File: src/rtl/pwm_pair_pkg.sv
`timescale 1ns/1ps
package pwm_pair_pkg;
  typedef enum logic {
    MODE_PAIRED = 1'b0,
    MODE_SPLIT  = 1'b1
  } pair_mode_e;

  // index of each compare in the active compare bank
  localparam int IDX_A_ON  = 0;
  localparam int IDX_A_OFF = 1;
  localparam int IDX_B_ON  = 2;
  localparam int IDX_B_OFF = 3;
  localparam int NUM_CMP   = 4;
  localparam int NUM_OUT   = 2;
endpackage

File: src/rtl/pwm_timebase.sv
`timescale 1ns/1ps
module pwm_timebase #(
  parameter int CW = 16,
  parameter int NW = 4
) (
  input  logic          clk,
  input  logic          rst,
  input  logic [CW-1:0] init_val,
  input  logic [CW-1:0] sh_period,
  input  logic [NW-1:0] reload_div,
  input  logic          half_reload,
  output logic [CW-1:0] count,
  output logic          cmp_load,
  output logic          wrap
);
  logic [CW-1:0] cnt_q, top_q, mid;
  logic [NW-1:0] div_q;
  logic          start_q, at_top, full_ld, half_ld;

  assign at_top  = (cnt_q == top_q);
  assign mid     = init_val + ((top_q - init_val) >> 1);
  assign full_ld = at_top && (div_q == reload_div);
  assign half_ld = half_reload && (cnt_q == mid) && !start_q;

  always_ff @(posedge clk) begin
    if (rst) begin
      cnt_q   <= '0;
      top_q   <= '0;
      div_q   <= '0;
      start_q <= 1'b1;
    end else if (start_q) begin
      cnt_q   <= init_val;
      top_q   <= sh_period;
      div_q   <= '0;
      start_q <= 1'b0;
    end else if (at_top) begin
      cnt_q <= init_val;
      div_q <= (div_q == reload_div) ? '0 : div_q + 1'b1;
      if (full_ld) top_q <= sh_period;
    end else begin
      cnt_q <= cnt_q + 1'b1;
    end
  end

  assign count    = cnt_q;
  assign cmp_load = start_q || full_ld || half_ld;
  assign wrap     = at_top && !start_q;
endmodule

File: src/rtl/pwm_deadtime.sv
`timescale 1ns/1ps
module pwm_deadtime #(
  parameter int DTW = 8
) (
  input  logic           clk,
  input  logic           rst,
  input  logic           raw,
  input  logic [DTW-1:0] dt,
  input  logic           bypass,
  output logic           gated
);
  // clocks the raw level has been high so far, saturating
  logic [DTW-1:0] run_q;

  always_ff @(posedge clk) begin
    if (rst || !raw) run_q <= '0;
    else if (!(&run_q)) run_q <= run_q + 1'b1;
  end

  assign gated = bypass ? raw : (raw && (run_q >= dt));
endmodule

File: src/rtl/pwm_fault_filter.sv
`timescale 1ns/1ps
module pwm_fault_filter #(
  parameter int NF = 4,
  parameter int FW = 4
) (
  input  logic          clk,
  input  logic          rst,
  input  logic [NF-1:0] fault_in,
  input  logic [FW-1:0] flt_len,
  input  logic          wrap,
  output logic          fault_act
);
  logic [NF-1:0] hit;

  for (genvar i = 0; i < NF; i++) begin : g_flt
    logic [FW-1:0] run_q;
    always_ff @(posedge clk) begin
      if (rst || !fault_in[i]) run_q <= '0;
      else if (!(&run_q)) run_q <= run_q + 1'b1;
    end
    assign hit[i] = (run_q != '0) && (run_q >= flt_len);
  end

  always_ff @(posedge clk) begin
    if (rst)       fault_act <= 1'b0;
    else if (|hit) fault_act <= 1'b1;
    else if (wrap) fault_act <= 1'b0;
  end
endmodule

File: src/rtl/pwm_pair_top.sv
`timescale 1ns/1ps
module pwm_pair_top
  import pwm_pair_pkg::*;
#(
  parameter int CW  = 16,
  parameter int DTW = 8,
  parameter int NF  = 4,
  parameter int FW  = 4,
  parameter int NW  = 4
) (
  input  logic           clk,
  input  logic           rst,
  input  logic [CW-1:0]  init_val,
  input  logic [CW-1:0]  sh_period,
  input  logic [CW-1:0]  sh_a_on,
  input  logic [CW-1:0]  sh_a_off,
  input  logic [CW-1:0]  sh_b_on,
  input  logic [CW-1:0]  sh_b_off,
  input  logic [NW-1:0]  reload_div,
  input  logic           half_reload,
  input  logic           indep_mode,
  input  logic [DTW-1:0] dt_a,
  input  logic [DTW-1:0] dt_b,
  input  logic           inv_a,
  input  logic           inv_b,
  input  logic           sw_a_en,
  input  logic           sw_b_en,
  input  logic           sw_a_val,
  input  logic           sw_b_val,
  input  logic           force_evt,
  input  logic [NF-1:0]  fault_in,
  input  logic [FW-1:0]  flt_len,
  input  logic           safe_a,
  input  logic           safe_b,
  output logic           pwm_a,
  output logic           pwm_b,
  output logic           reload_pulse
);
  pair_mode_e    mode;
  logic [CW-1:0] count;
  logic          cmp_load, wrap, fault_act;
  logic [CW-1:0] cmp_sh [NUM_CMP];
  logic [CW-1:0] cmp_q  [NUM_CMP];
  logic          raw_a, raw_b, raw_b_own, gate_a, gate_b;
  logic [NUM_OUT-1:0] raw_v, gate_v;
  logic [DTW-1:0] dt_v [NUM_OUT];
  logic          frc_en_a, frc_en_b, frc_v_a, frc_v_b;

  assign mode = pair_mode_e'(indep_mode);

  pwm_timebase #(.CW(CW), .NW(NW)) u_tb (
    .clk(clk), .rst(rst), .init_val(init_val), .sh_period(sh_period),
    .reload_div(reload_div), .half_reload(half_reload),
    .count(count), .cmp_load(cmp_load), .wrap(wrap)
  );

  assign cmp_sh[IDX_A_ON]  = sh_a_on;
  assign cmp_sh[IDX_A_OFF] = sh_a_off;
  assign cmp_sh[IDX_B_ON]  = sh_b_on;
  assign cmp_sh[IDX_B_OFF] = sh_b_off;

  always_ff @(posedge clk) begin
    for (int k = 0; k < NUM_CMP; k++) begin
      if (rst)           cmp_q[k] <= '0;
      else if (cmp_load) cmp_q[k] <= cmp_sh[k];
    end
  end

  assign raw_a     = (count >= cmp_q[IDX_A_ON]) && (count < cmp_q[IDX_A_OFF]);
  assign raw_b_own = (count >= cmp_q[IDX_B_ON]) && (count < cmp_q[IDX_B_OFF]);
  assign raw_b     = (mode == MODE_SPLIT) ? raw_b_own : !raw_a;

  assign raw_v   = {raw_b, raw_a};
  assign dt_v[0] = dt_a;
  assign dt_v[1] = dt_b;

  for (genvar g = 0; g < NUM_OUT; g++) begin : g_dt
    pwm_deadtime #(.DTW(DTW)) u_dt (
      .clk(clk), .rst(rst), .raw(raw_v[g]), .dt(dt_v[g]),
      .bypass(mode == MODE_SPLIT), .gated(gate_v[g])
    );
  end

  assign gate_a = gate_v[0];
  assign gate_b = gate_v[1];

  pwm_fault_filter #(.NF(NF), .FW(FW)) u_flt (
    .clk(clk), .rst(rst), .fault_in(fault_in), .flt_len(flt_len),
    .wrap(wrap), .fault_act(fault_act)
  );

  always_ff @(posedge clk) begin
    if (rst) begin
      frc_en_a <= 1'b0; frc_en_b <= 1'b0;
      frc_v_a  <= 1'b0; frc_v_b  <= 1'b0;
    end else if (force_evt) begin
      frc_en_a <= sw_a_en;  frc_en_b <= sw_b_en;
      frc_v_a  <= sw_a_val; frc_v_b  <= sw_b_val;
    end
  end

  always_ff @(posedge clk) begin
    if (rst) begin
      pwm_a        <= 1'b0;
      pwm_b        <= 1'b0;
      reload_pulse <= 1'b0;
    end else begin
      reload_pulse <= cmp_load;
      pwm_a <= fault_act ? safe_a : (frc_en_a ? frc_v_a : (gate_a ^ inv_a));
      pwm_b <= fault_act ? safe_b : (frc_en_b ? frc_v_b : (gate_b ^ inv_b));
    end
  end
endmodule

File: config.mk
export PLATFORM = sky130hd
export DESIGN_NAME = pwm_pair_top
export DESIGN_NICKNAME = d
export VERILOG_FILES = /design/src/rtl/pwm_pair_pkg.sv /design/src/rtl/pwm_timebase.sv /design/src/rtl/pwm_deadtime.sv /design/src/rtl/pwm_fault_filter.sv /design/src/rtl/pwm_pair_top.sv
export SDC_FILE = /design/constraint.sdc
export NUM_CORES = 1
export LEC_CHECK = 0
export BUFFER_PORTS_ARGS = -buffer_cell sky130_fd_sc_hd__buf_2
export CORE_MARGIN = 2
export CORE_UTILIZATION = 40
export CTS_CLUSTER_DIAMETER = 200
export DETAILED_ROUTE_END_ITERATION = 16
export GPL_TIMING_DRIVEN = 0
export SLEW_MARGIN = 20
export SYNTH_ARGS = -nofsm -noshare
export SYNTH_HDL_FRONTEND = slang
export SYNTH_SLANG_ARGS = --single-unit
export TNS_END_PERCENT = 100
File: constraint.sdc
create_clock -name clk -period 6 [get_ports clk]
set_input_delay 0.3 -clock clk [delete_from_list [all_inputs] [get_ports clk]]
set_output_delay 0.3 -clock clk [all_outputs]
set_load 0.02 [all_outputs]
==> out/metrics.cfg, run 1 <==
[cts]
clk_pin_slew_worst_paths_ps = 60
htree_num_levels = 4
postCtsResizedCells = 0
post_cts_hold_buffers = 0
numCtsBuffers = 17
insertion_delay_of_the_later_clocked_pin_in_the_worst_skew_pair_ps = 430
tritoncts_clock_tree = built
post_cts.repair.setup_buffers = 0
clockRootBuffer = sky130_fd_sc_hd__clkbuf_16
cts_max_path_buffers = 2
tritoncts_num_sinks = 141

[route]
total_length_of_routed_wires_mm = 26.7
post_drt_via_cell_ratio = 5.15
drc_violation_total_after_the_first_tritonroute_iteration = 456
num_vias = 8285
drc = 0
detail_route.wl_per_cell_um = 16.6
dr.pass1.iters = 5
route.antenna.remaining_nets = 0

[critical_path]
critical_path.endpoint_type = register
worstPathMaxFanout = 46
largest_incremental_delay_on_the_critical_path_ps = 510
cp.arrival_ps = 5410
path_cells = ha_1 -> nor2b_1 -> o21a_1 -> o21ai_0 -> nand2b_1 -> a31o_2 -> a311oi_1 -> nor2_1 -> xor2_1 -> ha_1 -> o211ai_1 -> and3_1 -> or4_1 -> nor4_1 -> nand3_1 -> nor4_2 -> nand3_1 -> nand2_4 -> buf_16
setup.worst_path.class = reg2reg
critical-path-slowest-cell = sky130_fd_sc_hd__or4_1
cp.required_ps = 6100
timing.critical_path.from_type = register

[synth]
postSynthRegisterBits = 141
synth_area_leader_cell = sky130_fd_sc_hd__edfxtp_1
synth_simple_gate_area_share_pct = 20.9
synth_area_leaders = sky130_fd_sc_hd__edfxtp_1, sky130_fd_sc_hd__ha_1, sky130_fd_sc_hd__dfxtp_1
synth-edff-count = 64
syn-cell-area_mm2 = 0.0104
synth_fa_ha_area_share_pct = 16.7
synth.net_count = 1380
synthTopCellsByCount = sky130_fd_sc_hd__ha_1, sky130_fd_sc_hd__inv_1, sky130_fd_sc_hd__nor2_1
complex_gate_fraction_of_the_synthesized_area_pct = 12.5
yosysWarnings = 0
synth.yosys.seq_area_share_pct = 33.4
main_combinational_cell_family_by_area_after_synthesis = simple AND/OR/NAND/NOR gates
synthFlopType = sky130_fd_sc_hd__dfxtp_1
synthMostInstantiatedCell = sky130_fd_sc_hd__ha_1
post-synth-top-area-fraction_pct = 18.5
synth.avg_cell_area_um2 = 9.37
synth.area.mux_share_pct = 3.31
xor_xnor_share_of_the_synthesized_area_pct = 7.01
postSynth.asyncResetShare_pct = 0
syn-instance-count = 1106
ys_types = 60

[timing]
slew_violations = 0
hold_ws_ps = 32.0
rsz0062_at_grt = no
slew-limit-headroom_pct = 40.7
post_route_setup_tns_ps = 0
final_min_period_over_clock_period_pct = 88.5
layout_min_cycle_time_ps = 5310
maxClockFrequency_ghz = 0.188
worst-slew-pin-transition_ps = 886
fin_worst_skew_ps = 13.7
hold_viol = 0
final-setup-viol-count = 0

[floorplan]
placement_rows = 58
die_area_mm2 = 0.0272
die_w_um = 165
start_util_pct = 40.9
ios = 140
core_area_mm2 = 0.0253
die_height_um = 165

[layout]
layout-area-overhead-vs-synth_pct = 17.3
utilization_pct = 48.0
finalNetCount = 1538
fillers = 2494
share_of_layout_cells_above_drive_strength_1_pct = 18.8

[placed_design]
io_buffer_count = 138
dp.final_hpwl_mm = 20.9
place.gp.congestion = 0.895

[min_path]
timing.hold.worst.class = in2reg

[global_routing]
grt_total_ovfl = 0
grt_util_all_layers_pct = 20.1
grt_start_max_net_pins = 47
wire_length_of_the_first_global_routing_pass_mm = 41.9
grt_pass1_vias = 7978
antenna_found_initial = 4

[status]
status = completed

[run]
maxCapViolations = 0

[pwr]
power.density_cell_area_mw_per_mm2 = 245
peakVddDrop_mv = 0.192
leakage_nw = 5.44

layout by cell type, fill, tap and decap left out, types with 8 or more instances in the layout:
cell type / n
sky130_fd_sc_hd__clkbuf_16: 20
sky130_fd_sc_hd__ha_1: 135
sky130_fd_sc_hd__inv_1: 117
sky130_fd_sc_hd__nand2_1: 34
sky130_fd_sc_hd__buf_2: 143
sky130_fd_sc_hd__xnor2_1: 45
sky130_fd_sc_hd__nand3_1: 35
sky130_fd_sc_hd__o21a_1: 8
sky130_fd_sc_hd__a211oi_1: 27
sky130_fd_sc_hd__and3_1: 9
sky130_fd_sc_hd__nor2_1: 107
sky130_fd_sc_hd__edfxtp_1: 64
sky130_fd_sc_hd__nor3b_2: 49
sky130_fd_sc_hd__xor2_1: 38
sky130_fd_sc_hd__nor4_1: 10
sky130_fd_sc_hd__mux2i_1: 32
sky130_fd_sc_hd__o211ai_1: 9
sky130_fd_sc_hd__nor2b_1: 12
sky130_fd_sc_hd__nand2b_1: 20
sky130_fd_sc_hd__nor3_1: 29
sky130_fd_sc_hd__clkbuf_1: 27
sky130_fd_sc_hd__nand4_1: 16
sky130_fd_sc_hd__o21ai_0: 26
sky130_fd_sc_hd__dfxtp_1: 77
sky130_fd_sc_hd__a21oi_1: 53
sky130_fd_sc_hd__a21o_1: 24
sky130_fd_sc_hd__nor3b_1: 18
area by class of cell:
class                           count  area [um^2]  area share, %
Inverter                          117          439           3.61
Clock inverter                      8         97.6          0.803
Timing Repair Buffer              139          718           5.91
Multi-Input combinational cell    808         6270           51.5
Sequential cell                   141         3460           28.5
Tap cell                          330          413           3.40
Clock buffer                       24          546           4.49
Antenna cell                        3         7.51         0.0618
Buffer                             40          205           1.69
state kept, by name, indices dropped and copies added (netlist names):
name               flops
pwm_a                  1
frc_v_a                1
u_flt.fault_act        1
u_tb.count            16
u_tb.div_q             4
u_tb.top_q            16
frc_en_b               1
frc_en_a               1
u_tb.start_q           1
g_dt.u_dt.run_q       16
pwm_b                  1
cmp_q                 64
frc_v_b                1
u_flt.g_flt.run_q     16
reload_pulse           1
cells by family (layout without fill, tap and decap cells):
logic type	Yosys count	count (layout)
compound gates	195	195
xor+xnor	83	83
fa+ha+maj	137	137
buf+inv	157	328
flops	141	141
mux	34	34
other cells	0	3
simple gates	359	359
final timing paths:
path	startpoint	endpoint	slack, ps	cells past startpoint
max	u_tb.top_q[2]	cmp_q[1][1]	690	19
max reg2reg	u_tb.top_q[2]	cmp_q[1][1]	690	19
min	rst	u_tb.start_q	30	1
min reg2reg	frc_v_a	frc_v_a	500	2
power by group:
group,leakage [nW],switching [mW],total [mW],internal [mW]
Combinational,3.78,0.409,0.736,0.326
Clock,0.312,0.414,1.13,0.719
Sequential,1.35,0.0532,1.11,1.06
worst max-delay path: cells and delay by family, from the launching register on:
family / cells / cell delay, ps
flip-flops: 1 / 330
buffers and inverters: 1 / 290
XOR/XNOR: 1 / 160
AND/OR/NAND/NOR: 10 / 2260
adder cells (fa/ha/maj): 2 / 740
AO/OA/AOI/OAI: 5 / 1190
metrics by stage:
stage | instances | worst slack [ps] | power (mW) | area [um^2]
floorplan | 1106 | 390 | 1.64 | 10400
global placement | 1574 | -1000 | 1.85 | 11500
detailed placement | 1575 | 496 | 1.86 | 11500
CTS | 1607 | 689 | 3.00 | 12100
global route | 1608 | 206 | 3.14 | 12200
finish | 1610 | 688 | 2.98 | 12200
per-layer routing:
layer	up-vias	routed length [um]	global-route usage (%)
met5	-	13	0
li1	4259	-	-
met1	3862	12600	26.7
met3	17	1200	4.17
met2	145	12600	33.7
met4	2	219	4.47
No activity file was read; power rests on OpenSTA's default activity.
==> inputs of run 2 (changes only) <==
--- a/config.mk
+++ b/config.mk
@@ -11,6 +11,7 @@
 export CTS_CLUSTER_DIAMETER = 200
 export DETAILED_ROUTE_END_ITERATION = 16
 export GPL_TIMING_DRIVEN = 0
+export REMOVE_ABC_BUFFERS = 1
 export SLEW_MARGIN = 20
 export SYNTH_ARGS = -nofsm -noshare
 export SYNTH_HDL_FRONTEND = slang
==> run 2 against run 1 <==
Net effect: worst hold slack better by 42 ps; die area unchanged; register-to-register slack worse by 250 ps; largest cell class unchanged.
==> out/metrics.cfg, run 2 (synthesis results as in run 1) <==
[status]
status = completed

[cts]
htree_num_levels = 4
tritoncts_clock_tree = built
clockRootBuffer = sky130_fd_sc_hd__clkbuf_16
post_cts_hold_buffers = 0
clk_pin_slew_worst_paths_ps = 70
insertion_delay_of_the_later_clocked_pin_in_the_worst_skew_pair_ps = 440
tritoncts_num_sinks = 141
cts_max_path_buffers = 2
numCtsBuffers = 17

[critical_path]
critical_path.endpoint_type = register
setup.worst_path.class = reg2reg
cp.required_ps = 6130
r2r_start = u_tb.top_q[0]
worst_setup_path_endpoint = cmp_q[0][15]
reg2reg_depth = 20
ff2ff_setup_slack_ps = 440
cp.arrival_ps = 5690
worstPathMaxFanout = 34
reg2reg_to = cmp_q[0][15]
timing.critical_path.from_type = register
setup.worst_path.start = u_tb.top_q[0]

[global_routing]
antenna_found_initial = 3
grt_pass1_vias = 7815
met3_usage_pct = 4.14
grt.met2_usage_pct = 31.0
wire_length_of_the_first_global_routing_pass_mm = 38.7
grt_start_max_net_pins = 76
grt_most_used_layer = met2
grt_util_all_layers_pct = 18.3
grt_util_met1_pct = 23.1
grt_total_ovfl = 0

[route]
dr.pass1.iters = 5
num_vias = 8036
detail_route.wl_per_cell_um = 15.2
post_drt_via_cell_ratio = 5.10
route.antenna.remaining_nets = 0
drc = 0
drc_violation_total_after_the_first_tritonroute_iteration = 356
total_length_of_routed_wires_mm = 24.0

[pwr]
peakVddDrop_mv = 0.161
power.density_cell_area_mw_per_mm2 = 241
leakage_nw = 5.41

[floorplan]
core_area_mm2 = 0.0253
ios = 140
die_w_um = 165
die_height_um = 165
placement_rows = 58
die_area_mm2 = 0.0272
start_util_pct = 40.9

[placed_design]
io_buffer_count = 139
pre_cts_worst_setup_slack_ps = 30.8
place.gp.congestion = 0.837
placed_cell_count = 1541
dp.final_hpwl_mm = 18.8

[min_path]
timing.hold.worst.class = in2reg

[timing]
rsz0062_at_grt = no
final_critical_path_setup_slack_ps = 439
slew_violations = 0
slew-limit-headroom_pct = 47.7
final-setup-viol-count = 0
fin_worst_skew_ps = 16.4
layout_min_cycle_time_ps = 5560
maxClockFrequency_ghz = 0.180
worst-slew-pin-transition_ps = 774
hold_viol = 0
final_min_period_over_clock_period_pct = 92.7

[layout]
final_cell_count_no_fill = 1575
finalNetCount = 1505
sequential_cell_area_mm2 = 0.00346
leading_cell_type_in_the_layout_fill_and_taps_excluded = sky130_fd_sc_hd__buf_2
fillers = 2454
share_of_layout_cells_above_drive_strength_1_pct = 19.3
largest_register = cmp_q
layout-area-overhead-vs-synth_pct = 16.5
mostFrequentLayoutCells = sky130_fd_sc_hd__buf_2, sky130_fd_sc_hd__ha_1, sky130_fd_sc_hd__inv_1
largest_reg_flops = 64
multiInputGateArea_mm2 = 0.00630

[run]
maxCapViolations = 0

[run 2: layout make-up]
cell class | instances | area share, %
Antenna cell | 1 | 0.0207
Clock buffer | 19 | 3.94
Clock inverter | 13 | 1.09
Inverter | 117 | 3.64
Multi-Input combinational cell | 808 | 52.2
Sequential cell | 141 | 28.7
Tap cell | 330 | 3.42
Timing Repair Buffer | 146 | 7.05
[run 2: worst min-delay path by stage]
stage	startpoint	endpoint	slack (ps)	cells after the start
floorplan	rst	u_tb.start_q	330	0
global placement	frc_v_a	frc_v_a	470	2
detailed placement	frc_en_a	pwm_a	460	1
CTS	safe_b	pwm_b	60	3
global route	safe_b	pwm_b	70	3
finish	safe_b	pwm_b	70	3
[run 2: per-stage QoR]
| stage | power (mW) | TNS [ps] | hold slack [ps] | cell area, um^2 | utilization, % |
|---|---|---|---|---|---|
| final | 2.91 | 0 | 73.6 | 12100 | 47.7 |
| after global routing | 3.08 | 0 | 67.1 | 12100 | 47.7 |
| after CTS | 2.95 | 0 | 57.1 | 12100 | 47.6 |
| after detailed placement | 1.85 | 0 | 458 | 11400 | 45.2 |
| after global placement | 1.83 | -316190 | 469 | 11300 | 44.5 |
| after floorplan | 1.62 | -125210 | 328 | 10200 | - |
[run 2: what timing repair did]
item / in CTS / in global routing
gates resized for setup: 0 / 1
setup buffers: 0 / 1
endpoints found under the setup margin: 0 / 56
[run 2: report_power, final]
part / leakage (nW) / internal (mW) / switching (mW)
clock network: 0.302 / 0.603 / 0.481
logic: 3.76 / 0.325 / 0.388
registers: 1.35 / 1.06 / 0.0557
[run 2: worst max-delay path, stage by stage (launching register included)]
cell and delay (ps):
sky130_fd_sc_hd__dfxtp_1 330, sky130_fd_sc_hd__nor2b_1 180, sky130_fd_sc_hd__fa_1 250, sky130_fd_sc_hd__nor2b_1 60, sky130_fd_sc_hd__o21a_1 190, sky130_fd_sc_hd__o21ai_0 140
sky130_fd_sc_hd__nand2b_1 90, sky130_fd_sc_hd__a31o_2 280, sky130_fd_sc_hd__a311oi_1 350, sky130_fd_sc_hd__nor2_1 130, sky130_fd_sc_hd__xor2_1 170, sky130_fd_sc_hd__ha_1 410
sky130_fd_sc_hd__o211ai_1 170, sky130_fd_sc_hd__and3_1 190, sky130_fd_sc_hd__or4_1 500, sky130_fd_sc_hd__nor4_1 350, sky130_fd_sc_hd__nand3_1 140, sky130_fd_sc_hd__nor4_2 420
sky130_fd_sc_hd__nand3_1 320, sky130_fd_sc_hd__nand2_8 320, sky130_fd_sc_hd__buf_12 240
[run 2: per-layer routing]
layer / wire length (um) / vias up
met2: 11400 / 129
met3: 1180 / 24
met5: 24 / -
li1: - / 4188
met1: 11000 / 3691
met4: 389 / 4
==> inputs of run 3 (changes only) <==
--- a/config.mk
+++ b/config.mk
@@ -5,6 +5,7 @@
 export SDC_FILE = /design/constraint.sdc
 export NUM_CORES = 1
 export LEC_CHECK = 0
+export ABC_AREA = 1
 export BUFFER_PORTS_ARGS = -buffer_cell sky130_fd_sc_hd__buf_2
 export CORE_MARGIN = 2
 export CORE_UTILIZATION = 40
==> run 3 against run 2 <==
Net effect: wire length grew 0.96%; worst hold slack gained 19 ps; final cell count is 20% higher; count of clock-buffer cells in the layout unchanged; clock skew fell by 7.2 ps.
==> out/metrics.cfg, run 3 <==
[critical_path]
largest_incremental_delay_on_the_critical_path_ps = 380
cp.required_ps = 6160
r2r_start = u_tb.top_q[2]
reg2reg_to = cmp_q[2][8]
critical-path-top-delay-family = simple AND/OR/NAND/NOR gates
worst_setup_path_endpoint = cmp_q[2][8]
timing.critical_path.from_type = register
setup.worst_path.class = reg2reg
ff2ff_setup_slack_ps = 1080
crit_path_frequent_cell = sky130_fd_sc_hd__nand2_1
setup.worst_path.start = u_tb.top_q[2]
critical_path_cell_count = 23
worstPathMaxFanout = 41
critical_path.endpoint_type = register
path_cells = ha_1 -> nand2_1 -> o21ai_0 -> a21oi_1 -> o21ai_0 -> a21boi_0 -> o21ai_0 -> xor2_1 -> inv_1 -> ha_1 -> inv_1 -> nor3_1 -> and2_1 -> nand2_1 -> nand2_1 -> nand2_2 -> a21oi_1 -> nor2_1 -> nand3_1 -> nand2_1 -> nand2_8 -> buf_16 -> nor2_1
critical-path-slowest-cell = sky130_fd_sc_hd__buf_16
reg2reg_depth = 23
cp.arrival_ps = 5080
path_buf_inv = 3

[global_routing]
grt_util_all_layers_pct = 17.7
antenna_found_initial = 2
grt_pass1_vias = 8613
grt_start_max_net_pins = 55
grt_total_ovfl = 0
wire_length_of_the_first_global_routing_pass_mm = 40.2

[layout]
largest_register = cmp_q
share_of_layout_cells_above_drive_strength_1_pct = 15.1
post-route-cell-area_mm2 = 0.0123
mostFrequentLayoutCells = sky130_fd_sc_hd__inv_1, sky130_fd_sc_hd__nand2_1, sky130_fd_sc_hd__buf_2
fillers = 2654
final_cell_count_no_fill = 1895
finalNetCount = 1813
leading_cell_type_in_the_layout_fill_and_taps_excluded = sky130_fd_sc_hd__inv_1
largest_reg_flops = 64
layout-area-overhead-vs-synth_pct = 14.4

[floorplan]
core_area_mm2 = 0.0267
die_area_mm2 = 0.0282
ios = 140
placement_rows = 60
die_w_um = 168
die_height_um = 168
start_util_pct = 40.4

[timing]
maxClockFrequency_ghz = 0.203
hold_ws_ps = 93.0
final_critical_path_setup_slack_ps = 1080
final-setup-viol-count = 0
post_route_setup_tns_ps = 0
rsz0062_at_grt = no
layout_min_cycle_time_ps = 4920
slew_violations = 0
final_min_period_over_clock_period_pct = 82.1
fin_worst_skew_ps = 9.26
slew-limit-headroom_pct = 43.0
hold_viol = 0
worst-slew-pin-transition_ps = 854

[cts]
tritoncts_num_sinks = 141
postCtsResizedCells = 0
insertion_delay_of_the_later_clocked_pin_in_the_worst_skew_pair_ps = 430
tritoncts_clock_tree = built
post_cts.repair.setup_buffers = 0
clk_pin_slew_worst_paths_ps = 60
clockRootBuffer = sky130_fd_sc_hd__clkbuf_16
post_cts_hold_buffers = 0
htree_num_levels = 4
cts_max_path_buffers = 2
numCtsBuffers = 17

[route]
num_vias = 8970
total_length_of_routed_wires_mm = 24.2
detail_route.wl_per_cell_um = 12.8
dr.pass1.iters = 5
post_drt_via_cell_ratio = 4.73
drc = 0
route.antenna.remaining_nets = 0
drc_violation_total_after_the_first_tritonroute_iteration = 491

[synth]
postSynth.asyncResetShare_pct = 0
syn-cell-area_mm2 = 0.0108
synthTopCellsByCount = sky130_fd_sc_hd__inv_1, sky130_fd_sc_hd__nand2_1, sky130_fd_sc_hd__ha_1
synth.yosys.seq_area_share_pct = 32.2
ys_types = 41
synthFlopType = sky130_fd_sc_hd__dfxtp_1
synth-edff-count = 64
synth_area_leaders = sky130_fd_sc_hd__edfxtp_1, sky130_fd_sc_hd__ha_1, sky130_fd_sc_hd__dfxtp_1
synth_area_leader_cell = sky130_fd_sc_hd__edfxtp_1
post-synth-top-area-fraction_pct = 17.9
yosysWarnings = 0
synth.avg_cell_area_um2 = 7.70
synthMostInstantiatedCell = sky130_fd_sc_hd__inv_1
syn-instance-count = 1398
postSynthRegisterBits = 141

[pwr]
power.density_cell_area_mw_per_mm2 = 231
leakage_nw = 6.18
peakVddDrop_mv = 0.177

[placed_design]
io_buffer_count = 139
place.gp.congestion = 0.896
dp.final_hpwl_mm = 19.3
pre_cts_worst_setup_slack_ps = 970
dpl_cell_area_mm2 = 0.0118
placed_cell_count = 1861

[run]
maxCapViolations = 0

[status]
status = completed

[min_path]
timing.hold.worst.class = in2reg

## run 3: changes by cell type after synthesis, sizes merged, moves of 15 or more
cell / change
o21ai: +44
nand2b: -20
a21oi: +52
nor2: +62
clkbuf: -17
nor3b: -65
mux2i: -32
inv: +191
a211oi: -15
nand2: +195
a21o: -22
nand3: +23
## run 3: how the worst min path moves through the flow
stage / startpoint / to / slack, ps / depth (start not counted)
floorplan: rst / u_tb.start_q / 330 / 0
global placement: u_tb.start_q / u_tb.div_q[1] / 410 / 1
detailed placement: u_tb.start_q / u_tb.div_q[1] / 410 / 1
CTS: sh_period[11] / u_tb.top_q[11] / 80 / 3
global route: rst / u_tb.start_q / 90 / 1
finish: sh_period[11] / u_tb.top_q[11] / 90 / 3
## run 3: cell type report
class | count | area, um^2 | area share [%]
diodes | 2 | 5.00 | 0.0407
clock buffers | 19 | 433 | 3.52
clock inverters | 13 | 77.6 | 0.630
inverters | 308 | 1160 | 9.39
multi-input cells | 930 | 5990 | 48.7
flip-flops and latches | 141 | 3460 | 28.1
well taps | 341 | 427 | 3.47
repair buffers | 141 | 751 | 6.10
## run 3: kinds of logic after synthesis
family	Yosys count	synth area share [%]
compound gates	220	11.2
simple gates	513	23.2
xor+xnor	60	5.02
flops	141	32.2
buf+inv	327	12.3
fa+ha+maj	137	16.1
## run 3: stage by stage
step / utilization, % / total power, mW
floorplan: - / 1.71
global placement: 44.0 / 1.91
detailed placement: 44.2 / 1.92
CTS: 46.2 / 2.87
global route: 46.2 / 3.03
finish: 46.2 / 2.84
## run 3: report_power, final
part,leakage (nW),internal (mW),switching [mW]
combinational,4.60,0.317,0.471
sequential,1.34,1.06,0.0528
clock,0.237,0.520,0.419
## run 3: worst reg2reg max path, cell delays in order (launching register included)
cell                       delay [ps]
sky130_fd_sc_hd__dfxtp_1          350
sky130_fd_sc_hd__ha_1             360
sky130_fd_sc_hd__nand2_1           60
sky130_fd_sc_hd__o21ai_0          330
sky130_fd_sc_hd__a21oi_1          230
sky130_fd_sc_hd__o21ai_0          290
sky130_fd_sc_hd__a21boi_0         200
sky130_fd_sc_hd__o21ai_0          230
sky130_fd_sc_hd__xor2_1           180
sky130_fd_sc_hd__inv_1             60
sky130_fd_sc_hd__ha_1             360
sky130_fd_sc_hd__inv_1             80
sky130_fd_sc_hd__nor3_1           240
sky130_fd_sc_hd__and2_1           160
sky130_fd_sc_hd__nand2_1           80
sky130_fd_sc_hd__nand2_1           90
sky130_fd_sc_hd__nand2_2           60
sky130_fd_sc_hd__a21oi_1          130
sky130_fd_sc_hd__nor2_1            70
sky130_fd_sc_hd__nand3_1           80
sky130_fd_sc_hd__nand2_1          150
sky130_fd_sc_hd__nand2_8          360
sky130_fd_sc_hd__buf_16           380
sky130_fd_sc_hd__nor2_1           150
## run 3: metal layers
layer  vias up  track usage, %  wire, um
met3        24            1.95       823
met2       144            30.9     11600
met1      4033            22.7     11400
met4         0            6.05       405
li1       4769               -         -
met5         -               0         0
